$ cat src/rtl/acc_core_pkg.sv
package acc_core_pkg;
  localparam int unsigned OP_W = 4;

  localparam logic [OP_W-1:0] OPC_LOAD  = 4'h1;
  localparam logic [OP_W-1:0] OPC_STORE = 4'h2;
  localparam logic [OP_W-1:0] OPC_ADD   = 4'h5;

  typedef enum logic [2:0] {
    PH_FETCH_REQ,
    PH_FETCH_CAP,
    PH_EXEC_REQ,
    PH_EXEC_CAP,
    PH_HALT
  } phase_e;

  typedef enum logic [1:0] {
    ACT_NONE,
    ACT_LOAD,
    ACT_ADD,
    ACT_STORE
  } act_e;
endpackage

$ cat src/rtl/acc_core_decode.sv
module acc_core_decode
  import acc_core_pkg::*;
(
  input  logic [OP_W-1:0] opcode_i,
  output act_e            act_o,
  output logic            illegal_o
);
  always_comb begin
    act_o     = ACT_NONE;
    illegal_o = 1'b0;
    unique case (opcode_i)
      OPC_LOAD:  act_o = ACT_LOAD;
      OPC_ADD:   act_o = ACT_ADD;
      OPC_STORE: act_o = ACT_STORE;
      default:   illegal_o = 1'b1;
    endcase
  end
endmodule

$ cat src/rtl/acc_core_ctrl.sv
module acc_core_ctrl
  import acc_core_pkg::*;
(
  input  logic clk_i,
  input  logic rst_ni,
  input  act_e act_i,
  input  logic illegal_i,
  output logic fetch_cap_o,
  output logic exec_req_o,
  output logic exec_cap_o,
  output logic mem_we_o,
  output logic halt_o
);
  phase_e state_q, state_d;

  always_comb begin
    state_d = state_q;
    unique case (state_q)
      PH_FETCH_REQ: state_d = PH_FETCH_CAP;
      PH_FETCH_CAP: state_d = PH_EXEC_REQ;
      PH_EXEC_REQ:  state_d = illegal_i ? PH_HALT : PH_EXEC_CAP;
      PH_EXEC_CAP:  state_d = PH_FETCH_REQ;
      PH_HALT:      state_d = PH_HALT;
      default:      state_d = PH_HALT;
    endcase
  end

  always_ff @(posedge clk_i or negedge rst_ni) begin
    if (!rst_ni) state_q <= PH_FETCH_REQ;
    else         state_q <= state_d;
  end

  assign fetch_cap_o = (state_q == PH_FETCH_CAP);
  assign exec_req_o  = (state_q == PH_EXEC_REQ);
  assign exec_cap_o  = (state_q == PH_EXEC_CAP);
  assign halt_o      = (state_q == PH_HALT);
  // write only for a decoded store, never on the halting cycle
  assign mem_we_o    = exec_req_o && !illegal_i && (act_i == ACT_STORE);
endmodule

$ cat src/rtl/acc_core_dp.sv
module acc_core_dp
  import acc_core_pkg::*;
#(
  parameter int unsigned DATA_W   = 16,
  parameter int unsigned ADDR_W   = 12,
  parameter logic [ADDR_W-1:0] RESET_PC = '0
) (
  input  logic              clk_i,
  input  logic              rst_ni,
  input  logic              fetch_cap_i,
  input  logic              exec_req_i,
  input  logic              exec_cap_i,
  input  act_e              act_i,
  input  logic [DATA_W-1:0] mem_rdata_i,
  output logic [ADDR_W-1:0] mem_addr_o,
  output logic [DATA_W-1:0] mem_wdata_o,
  output logic [OP_W-1:0]   opcode_o,
  output logic [ADDR_W-1:0] pc_o,
  output logic [DATA_W-1:0] acc_o
);
  logic [ADDR_W-1:0] pc_q;
  logic [DATA_W-1:0] ir_q;
  logic [DATA_W-1:0] acc_q;
  logic [ADDR_W-1:0] operand_addr;

  assign operand_addr = ir_q[ADDR_W-1:0];

  always_ff @(posedge clk_i or negedge rst_ni) begin
    if (!rst_ni) begin
      pc_q <= RESET_PC;
      ir_q <= '0;
    end else if (fetch_cap_i) begin
      ir_q <= mem_rdata_i;
      pc_q <= pc_q + 1'b1;
    end
  end

  always_ff @(posedge clk_i or negedge rst_ni) begin
    if (!rst_ni) begin
      acc_q <= '0;
    end else if (exec_cap_i) begin
      unique case (act_i)
        ACT_LOAD: acc_q <= mem_rdata_i;
        ACT_ADD:  acc_q <= acc_q + mem_rdata_i;
        default:  acc_q <= acc_q;
      endcase
    end
  end

  assign mem_addr_o  = exec_req_i ? operand_addr : pc_q;
  assign mem_wdata_o = acc_q;
  assign opcode_o    = ir_q[DATA_W-1 -: OP_W];
  assign pc_o        = pc_q;
  assign acc_o       = acc_q;
endmodule

$ cat src/rtl/acc_core.sv
module acc_core
  import acc_core_pkg::*;
#(
  parameter int unsigned DATA_W = 16,
  localparam int unsigned ADDR_W = DATA_W - OP_W,
  parameter logic [ADDR_W-1:0] RESET_PC = 12'h300
) (
  input  logic              clk_i,
  input  logic              rst_ni,
  output logic [ADDR_W-1:0] mem_addr_o,
  output logic [DATA_W-1:0] mem_wdata_o,
  output logic              mem_we_o,
  input  logic [DATA_W-1:0] mem_rdata_i,
  output logic              halt_o
);
  act_e              act;
  logic              illegal;
  logic              fetch_cap;
  logic              exec_req;
  logic              exec_cap;
  logic [OP_W-1:0]   opcode;
  logic [ADDR_W-1:0] pc_q;
  logic [DATA_W-1:0] acc_q;

  acc_core_decode u_decode (
    .opcode_i  (opcode),
    .act_o     (act),
    .illegal_o (illegal)
  );

  acc_core_ctrl u_ctrl (
    .clk_i       (clk_i),
    .rst_ni      (rst_ni),
    .act_i       (act),
    .illegal_i   (illegal),
    .fetch_cap_o (fetch_cap),
    .exec_req_o  (exec_req),
    .exec_cap_o  (exec_cap),
    .mem_we_o    (mem_we_o),
    .halt_o      (halt_o)
  );

  acc_core_dp #(
    .DATA_W   (DATA_W),
    .ADDR_W   (ADDR_W),
    .RESET_PC (RESET_PC)
  ) u_dp (
    .clk_i       (clk_i),
    .rst_ni      (rst_ni),
    .fetch_cap_i (fetch_cap),
    .exec_req_i  (exec_req),
    .exec_cap_i  (exec_cap),
    .act_i       (act),
    .mem_rdata_i (mem_rdata_i),
    .mem_addr_o  (mem_addr_o),
    .mem_wdata_o (mem_wdata_o),
    .opcode_o    (opcode),
    .pc_o        (pc_q),
    .acc_o       (acc_q)
  );
endmodule

$ cat config.mk
export PLATFORM = sky130hd
export DESIGN_NAME = acc_core
export DESIGN_NICKNAME = d
export VERILOG_FILES = /design/src/rtl/acc_core_pkg.sv /design/src/rtl/acc_core_decode.sv /design/src/rtl/acc_core_ctrl.sv /design/src/rtl/acc_core_dp.sv /design/src/rtl/acc_core.sv
export SDC_FILE = /design/constraint.sdc
export NUM_CORES = 1
export LEC_CHECK = 0
export CAP_MARGIN = 10
export CORE_MARGIN = 3
export CORE_UTILIZATION = 50
export DETAILED_ROUTE_END_ITERATION = 8
export DONT_BUFFER_PORTS = 1
export GPL_ROUTABILITY_DRIVEN = 0
export HOLD_SLACK_MARGIN = 0.03
export SYNTH_ARGS = -nofsm -noshare
export SYNTH_HDL_FRONTEND = slang
export SYNTH_SLANG_ARGS = --single-unit
export TNS_END_PERCENT = 1
$ cat constraint.sdc
create_clock -name clk_i -period 4.5 [get_ports clk_i]
set_input_delay 0.9 -clock clk_i [delete_from_list [all_inputs] [get_ports clk_i]]
set_output_delay 0.9 -clock clk_i [all_outputs]
set_load 0.02 [all_outputs]
==> metrics.md, run 1 <==
| Metric | Value |
|---|---|
| Status | complete, no violations |
| Final std cells w/o fill | ~350 |
| Tot GR Track Use | 0.194 |
| Seq/Total Area, Yosys | 0.412 |
| Clock slew at reported path FFs | about 0.090 ns |
| Vias in the first global route | ~1900 |
| N_diodes | 0 |
| Final WL | between 6 and 7 mm |
| Layout overhead on the synthesized area | 6.96% |
| RSZ-0062 raised after global routing | no |
| Die height | between 80 and 90 um |
| Total number of vias | between 2000 and 2500 |
| Max Slew Vio Count | 0 |
| Final total power | 0.00115 W |
| Highest routed layer | met4 |
| Sum Neg Setup Slack | 0 ns |
| EDFF count, synth | 0 |
| Die ar. | about 6700 sq um |
| VDD IR max | roughly 0.23 mV |
| Crit path DAT | about 2.1 ns |
| Min Tclk post-route | 3.01 ns |
| Core Area | roughly 5300 sq um |
| Global-route wire length before repair | 9.78 mm |
| Post-cts resize count | 0 |
| Met1 Wirelength | between 2 and 3 mm |
| Layout cells sized above 1 | 0.166 |
| Vias/cell | 5.83 |
| Setup WS post-layout | around 1.5 ns |
| Clock buffer depth | 2 |
| Clock Skew | 0.00379 ns |
| WL met2 | approximately 2.7 mm |
| Fillers | between 400 and 500 |
| Hold Path Class | in2async |
| TritonCTS Sinks | between 40 and 50 |
| Area of the multi-input gates | 1640 sq um |
| Mean Syn Cell Area | between 10 and 15 sq um |
| Most used DFF post-synth | dfrtp_1 |
| Slew margin rel. | 0.262 |
| WP data required | roughly 3.6 ns |
| Period utilisation layout | 0.669 |
| Area share of the largest cell type after synthesis | 0.394 |
| Yosys warnings | 0 |
| Register area | about 1200 sq um |
| Die width | between 80 and 90 um |
| CP startpoint kind | flop |
| Area post-placement | between 2000 and 3000 sq um |
| TritonRoute pass-1 iters | 4 |
| Num ports | 48 |
| CP Capture Type | output pin |
| Pre-CTS setup slack | around 1.5 ns |
| Most common cell in the netlist | dfrtp_1 |
| Worst-Skew Late Latency | roughly 0.30 ns |
| Mapped Nets | between 300 and 400 |
| Remaining Overflow, GRT | 0 |
| IO Port Bufs | 0 |
| Commonest cells post-synth | 45 x dfrtp_1, 30 x mux2_2, 23 x nand2_1 |
| DRT antenna net count | 0 |
| Synth unique cells | between 40 and 50 |
| Mapped cell area | 2860 sq um |
| Synth Register Bits | 47 |
| WL/cell | between 15 and 20 um |
| FFs w/ async S/R, synth | 1.00 |
| Cell count after synthesis | between 200 and 300 |
| Drc violations | 0 |
| CTS Hold Bufs | 0 |
| CTS Buf Count | 5 |
| Dpl hpwl | about 4.4 mm |
| Antenna violations before repair | 0 |
| Worst Max-Slew Pin Slew | about 1.1 ns |
| FMAX | around 330 MHz |
| Maximum number of pins on one net before global-route repair | 48 |
| Root buffer cell | clkbuf_8 |
| # Post-CTS Setup Buffers | 0 |
| Crit Path Max Fanout | 14 |
| Starting Density | 0.539 |
| Rows | 26 |
| Final setup viols | 0 |
| Design area | slightly above 3000 sq um |
| CTS tree | built |
| Top area cells in the synthesized netlist | dfrtp_1 39%, mux2_2 12%, ha_1 7.9% |
| Dominant cell type by area after synthesis | dfrtp_1 |
| Initial DRC Count | 80 |
| H-tree Lvls | 2 |
| LEAKAGE | 1.28 nW |
| # nets final | about 310 |
| PD cells | 375 nW/um^2 |
| Final Hold Vio Count | 0 |
| Dpl cells | approximately 340 |
| Maxcap violations | 0 |
| Setup Crit Path Kind | reg2out |
| WL met3 | around 450 um |
registers in the layout, indices dropped and copies added (netlist names):
| name | cells |
|---|---|
| u_ctrl.state_q | 3 |
| u_dp.pc_o | 12 |
| u_dp.ir_q | 16 |
| u_dp.acc_o | 16 |
path summary, 6_finish.rpt:
check                                            startpoint  cells past startpoint  slack (ns)                          to
worst max-delay path            u_ctrl.state_q[2]$_DFF_PN0_                      2        1.49               mem_addr_o[0]
min in group clk_i                u_dp.pc_o[11]$_DFFE_PN0N_                      1        0.48   u_dp.pc_o[11]$_DFFE_PN0N_
worst max register to register    u_dp.acc_o[0]$_DFFE_PN0P_                      9        1.79  u_dp.acc_o[12]$_DFFE_PN0P_
worst min register to register    u_dp.pc_o[11]$_DFFE_PN0N_                      1        0.48   u_dp.pc_o[11]$_DFFE_PN0N_
worst min-delay path                                 rst_ni                      0        0.28  u_dp.acc_o[15]$_DFFE_PN0P_
max in group asynchronous                            rst_ni                      0        4.03    u_dp.pc_o[9]$_DFFE_PN1N_
per-layer routing:
| layer | vias to the layer above | GRT usage |
|---|---|---|
| met5 | - | 0 |
| met4 | 0 | 0.0532 |
| met3 | 9 | 0.0691 |
| met2 | 50 | 0.305 |
| met1 | 960 | 0.252 |
| li1 | 1004 | - |
metrics by stage:
stage	utilization	hold WS, ns
after global placement	0.555	0.457
after detailed placement	0.555	0.463
after global routing	0.577	0.251
after floorplan	-	0.442
final	0.577	0.283
after CTS	0.577	0.269
where the power goes:
| part | leakage, nW | internal, W | total, W | switching, W |
|---|---|---|---|---|
| registers | 0.535 | 0.000493 | 0.000552 | 0.0000589 |
| clock network | 0.0587 | 0.000169 | 0.000323 | 0.000154 |
| logic | 0.691 | 0.000137 | 0.000271 | 0.000135 |
layout make-up:
type	instances	area share
clock buffers	5	0.0225
repair buffers	3	0.00736
well taps	70	0.0286
multi-input cells	215	0.536
clock inverters	3	0.0155
flip-flops and latches	47	0.385
inverters	4	0.00491
placed cells by master (no fill, tap or decap), types with 3 or more instances in the layout:
cell      synthesis  routed
nand4_1           4       4
nor3b_1           9       7
ha_1             18      18
inv_1             4       4
o21ai_0          16      16
a21oi_1          18      18
mux2i_1           9       9
nand3_1           8       8
nor2b_1           4       4
nand2b_1          3       3
xor2_1            6       6
a21o_1            7       7
nand2_1          23      23
buf_4             0       3
nor2_1           15      15
dfrtp_1          45      45
clkbuf_8          0       5
nand3b_1          3       3
xnor2_1          15      15
mux2_2           30      30
critical path: stages (launching register included):
cell and delay, ns:
dfrtp_1 0.46, nor3b_2 0.85, mux2_2 0.49
logic make-up after synthesis:
kind of cell,Yosys count,share of synthesized area
AOI/OAI and AO/OA,59,0.130
xor gates and xnor gates,21,0.0643
adders and majority gates,19,0.0857
buffers and inverters,14,0.0184
DFF,47,0.412
muxes,39,0.150
and+or+nand+nor,77,0.140
No activity file was read; power rests on OpenSTA's default activity.
==> run 2: changes to the inputs <==
--- a/config.mk
+++ b/config.mk
@@ -5,6 +5,7 @@
 export SDC_FILE = /design/constraint.sdc
 export NUM_CORES = 1
 export LEC_CHECK = 0
+export ABC_AREA = 1
 export CAP_MARGIN = 10
 export CORE_MARGIN = 3
 export CORE_UTILIZATION = 50
==> constraint.sdc (replaced) <==
create_clock -name clk_i -period 3.1 [get_ports clk_i]
set_input_delay 0.62 -clock clk_i [delete_from_list [all_inputs] [get_ports clk_i]]
set_output_delay 0.62 -clock clk_i [all_outputs]
set_load 0.02 [all_outputs]
==> metrics.md, run 2 <==
| Metric | Value |
|---|---|
| Register area | 1180 sq um |
| Initial DRC Count | 67 |
| Cell count after synthesis | around 440 |
| Max Slew Vio Count | 0 |
| CTS Buf Count | 5 |
| Layout cells sized above 1 | 0.0888 |
| H-tree Lvls | 2 |
| Clock buffer depth | 2 |
| FFs w/ async S/R, synth | 1.00 |
| Commonest non-fill, non-tap cell in the layout | nand2_1 |
| Final Hold Vio Count | 0 |
| FMAX | 401 MHz |
| Top area cells in the synthesized netlist | dfrtp_1 36%, nand2_1 19%, inv_1 7.5% |
| Setup Crit Path Kind | reg2out |
| RSZ-0062 raised after global routing | no |
| Slew margin rel. | 0.530 |
| Crit Path Max Fanout | 4 |
| WP data required | roughly 2.5 ns |
| Layout overhead on the synthesized area | 6.94% |
| DRT antenna net count | 0 |
| Post-cts resize count | 0 |
| VDD IR max | about 0.23 mV |
| CP Capture Type | output pin |
| Die width | approximately 85 um |
| # Post-CTS Setup Buffers | 0 |
| Global-route wire length before repair | 12.1 mm |
| Period utilisation layout | 0.803 |
| Remaining Overflow, GRT | 0 |
| Worst-Skew Late Latency | ~0.3 ns |
| Vias/cell | around 5.0 |
| WL/cell | roughly 14 um |
| Final WL | about 7 mm |
| Maximum number of pins on one net before global-route repair | 46 |
| Synth unique cells | 35 |
| Mapped Nets | around 470 |
| Dominant cell type by area after synthesis | dfrtp_1 |
| Num ports | 48 |
| EDFF count, synth | 0 |
| Most frequent cells in the layout | 158 x nand2_1, 63 x inv_1, 45 x dfrtp_1, 24 x nor2_1, 24 x nand3_1 |
| Die ar. | roughly 7300 sq um |
| Status | complete, no violations |
| Commonest cells post-synth | 158 x nand2_1, 63 x inv_1, 45 x dfrtp_1 |
| Final setup viols | 0 |
| Clock slew at reported path FFs | 0.10 ns |
| Area share of the largest cell type after synthesis | 0.357 |
| TritonCTS Sinks | 47 |
| Rows | 28 |
| LEAKAGE | 1.80 nW |
| CTS tree | built |
| Most common cell in the netlist | nand2_1 |
| Die height | between 80 and 90 um |
| Most used DFF post-synth | dfrtp_1 |
| Min Tclk post-route | about 2.5 ns |
| Crit-path cells | nor4_1 -> nor2_1 -> nor2_1 -> ha_1 -> inv_1 -> nor2_1 |
| Hold Path Class | in2async |
| Synth Register Bits | 47 |
| Yosys warnings | 0 |
| Core Area | about 6000 sq um |
| Area of the multi-input gates | between 1500 and 2000 sq um |
| Mean Syn Cell Area | 7.22 sq um |
| PD cells | 486 nW/um^2 |
| Clock Skew | approximately 0.0086 ns |
| Sum Neg Setup Slack | 0 ns |
| Total number of vias | approximately 2600 |
| Drc violations | 0 |
| Vias in the first global route | between 2000 and 3000 |
| Hold_ws | approximately 0.14 ns |
| CP startpoint kind | flop |
| N_diodes | 0 |
| Starting Density | 0.523 |
| IO Port Bufs | 0 |
| Maxcap violations | 0 |
| Most used cell, CP | nor2_1 |
| Worst Max-Slew Pin Slew | about 0.7 ns |
| Fillers | approximately 590 |
| Mapped cell area | around 3200 sq um |
| TritonRoute pass-1 iters | 5 |
| Seq/Total Area, Yosys | 0.374 |
| # nets final | between 400 and 500 |
| Crit path DAT | roughly 1.9 ns |
| Tot GR Track Use | 0.207 |
| CP max-delay cell | dfrtp_1 |
| Dpl hpwl | about 5.4 mm |
| Crit-path max cell delay | approximately 0.42 ns |
| Antenna violations before repair | 0 |
| Root buffer cell | clkbuf_8 |
run 2: metal layers:
| metal | up-vias | GRT usage | wire length, um |
|---|---|---|---|
| li1 | 1371 | - | - |
| met1 | 1157 | 0.285 | 3380 |
| met2 | 40 | 0.338 | 3260 |
| met3 | 2 | 0.0359 | 280 |
| met4 | 0 | 0.0518 | 29 |
| met5 | - | 0 | 0 |
run 2: path summary, 6_finish.rpt:
check                                           from                    endpoint  slack, ns  depth (start not counted)
min                                           rst_ni    u_dp.pc_o[5]$_DFFE_PN0N_       0.14                          1
max in group asynchronous                     rst_ni  u_dp.acc_o[11]$_DFFE_PN0P_       2.74                          1
min in group clk_i                    mem_rdata_i[5]    u_dp.ir_q[5]$_DFFE_PN0N_       0.46                          1
max reg2reg                u_dp.ir_q[14]$_DFFE_PN0N_   u_dp.acc_o[2]$_DFFE_PN0P_       0.77                         10
max                        u_dp.ir_q[14]$_DFFE_PN0N_                    mem_we_o       0.61                          6
min reg2reg                u_dp.pc_o[11]$_DFFE_PN0N_   u_dp.pc_o[11]$_DFFE_PN0N_       0.49                          1
run 2: cell type report:
cell class | instances | share of cell area
clock buffer | 5 | 0.0204
clock inverter | 3 | 0.0137
inverter | 66 | 0.0735
multi-input combinational | 313 | 0.498
sequential | 47 | 0.350
tap | 75 | 0.0278
timing repair buffer | 5 | 0.0171
run 2: cells by family after synthesis:
logic type	Yosys count	share of synthesized area
xor gates and xnor gates	14	0.0389
adders and majority gates	19	0.0778
muxes	8	0.0286
buffers and inverters	77	0.0952
DFF	47	0.374
and+or+nand+nor	228	0.310
AOI/OAI and AO/OA	44	0.0758
run 2: power breakdown:
| group | switching [W] | total (W) | leakage [nW] | internal (W) |
|---|---|---|---|---|
| sequential | 0.0000763 | 0.000782 | 0.540 | 0.000705 |
| clock | 0.000222 | 0.000466 | 0.0548 | 0.000243 |
| combinational | 0.000246 | 0.000391 | 1.20 | 0.000145 |
run 2: metrics by stage:
stage	instances	utilization	total power [W]	worst slack [ns]	cell area, sq um
floorplan	437	-	0.00109	1.09	3150
global placement	505	0.536	0.00116	0.872	3230
detailed placement	505	0.536	0.00118	0.757	3230
CTS	514	0.560	0.00166	0.565	3370
global route	514	0.560	0.00175	0.442	3370
finish	514	0.560	0.00164	0.609	3370
run 2: timing repair:
item / 4_1_cts / 5_1_grt
hold buffers: 1 / 0
endpoints found under the hold margin: 45 / 0
setup endpoints to repair: 0 / 0
run 2: worst max-delay path, delay by kind of cell (launching register included):
family	cells	cell delay (ns)
adders and majority gates	1	0.17
buffers and inverters	1	0.04
and+or+nand+nor	4	0.95
DFF	1	0.42
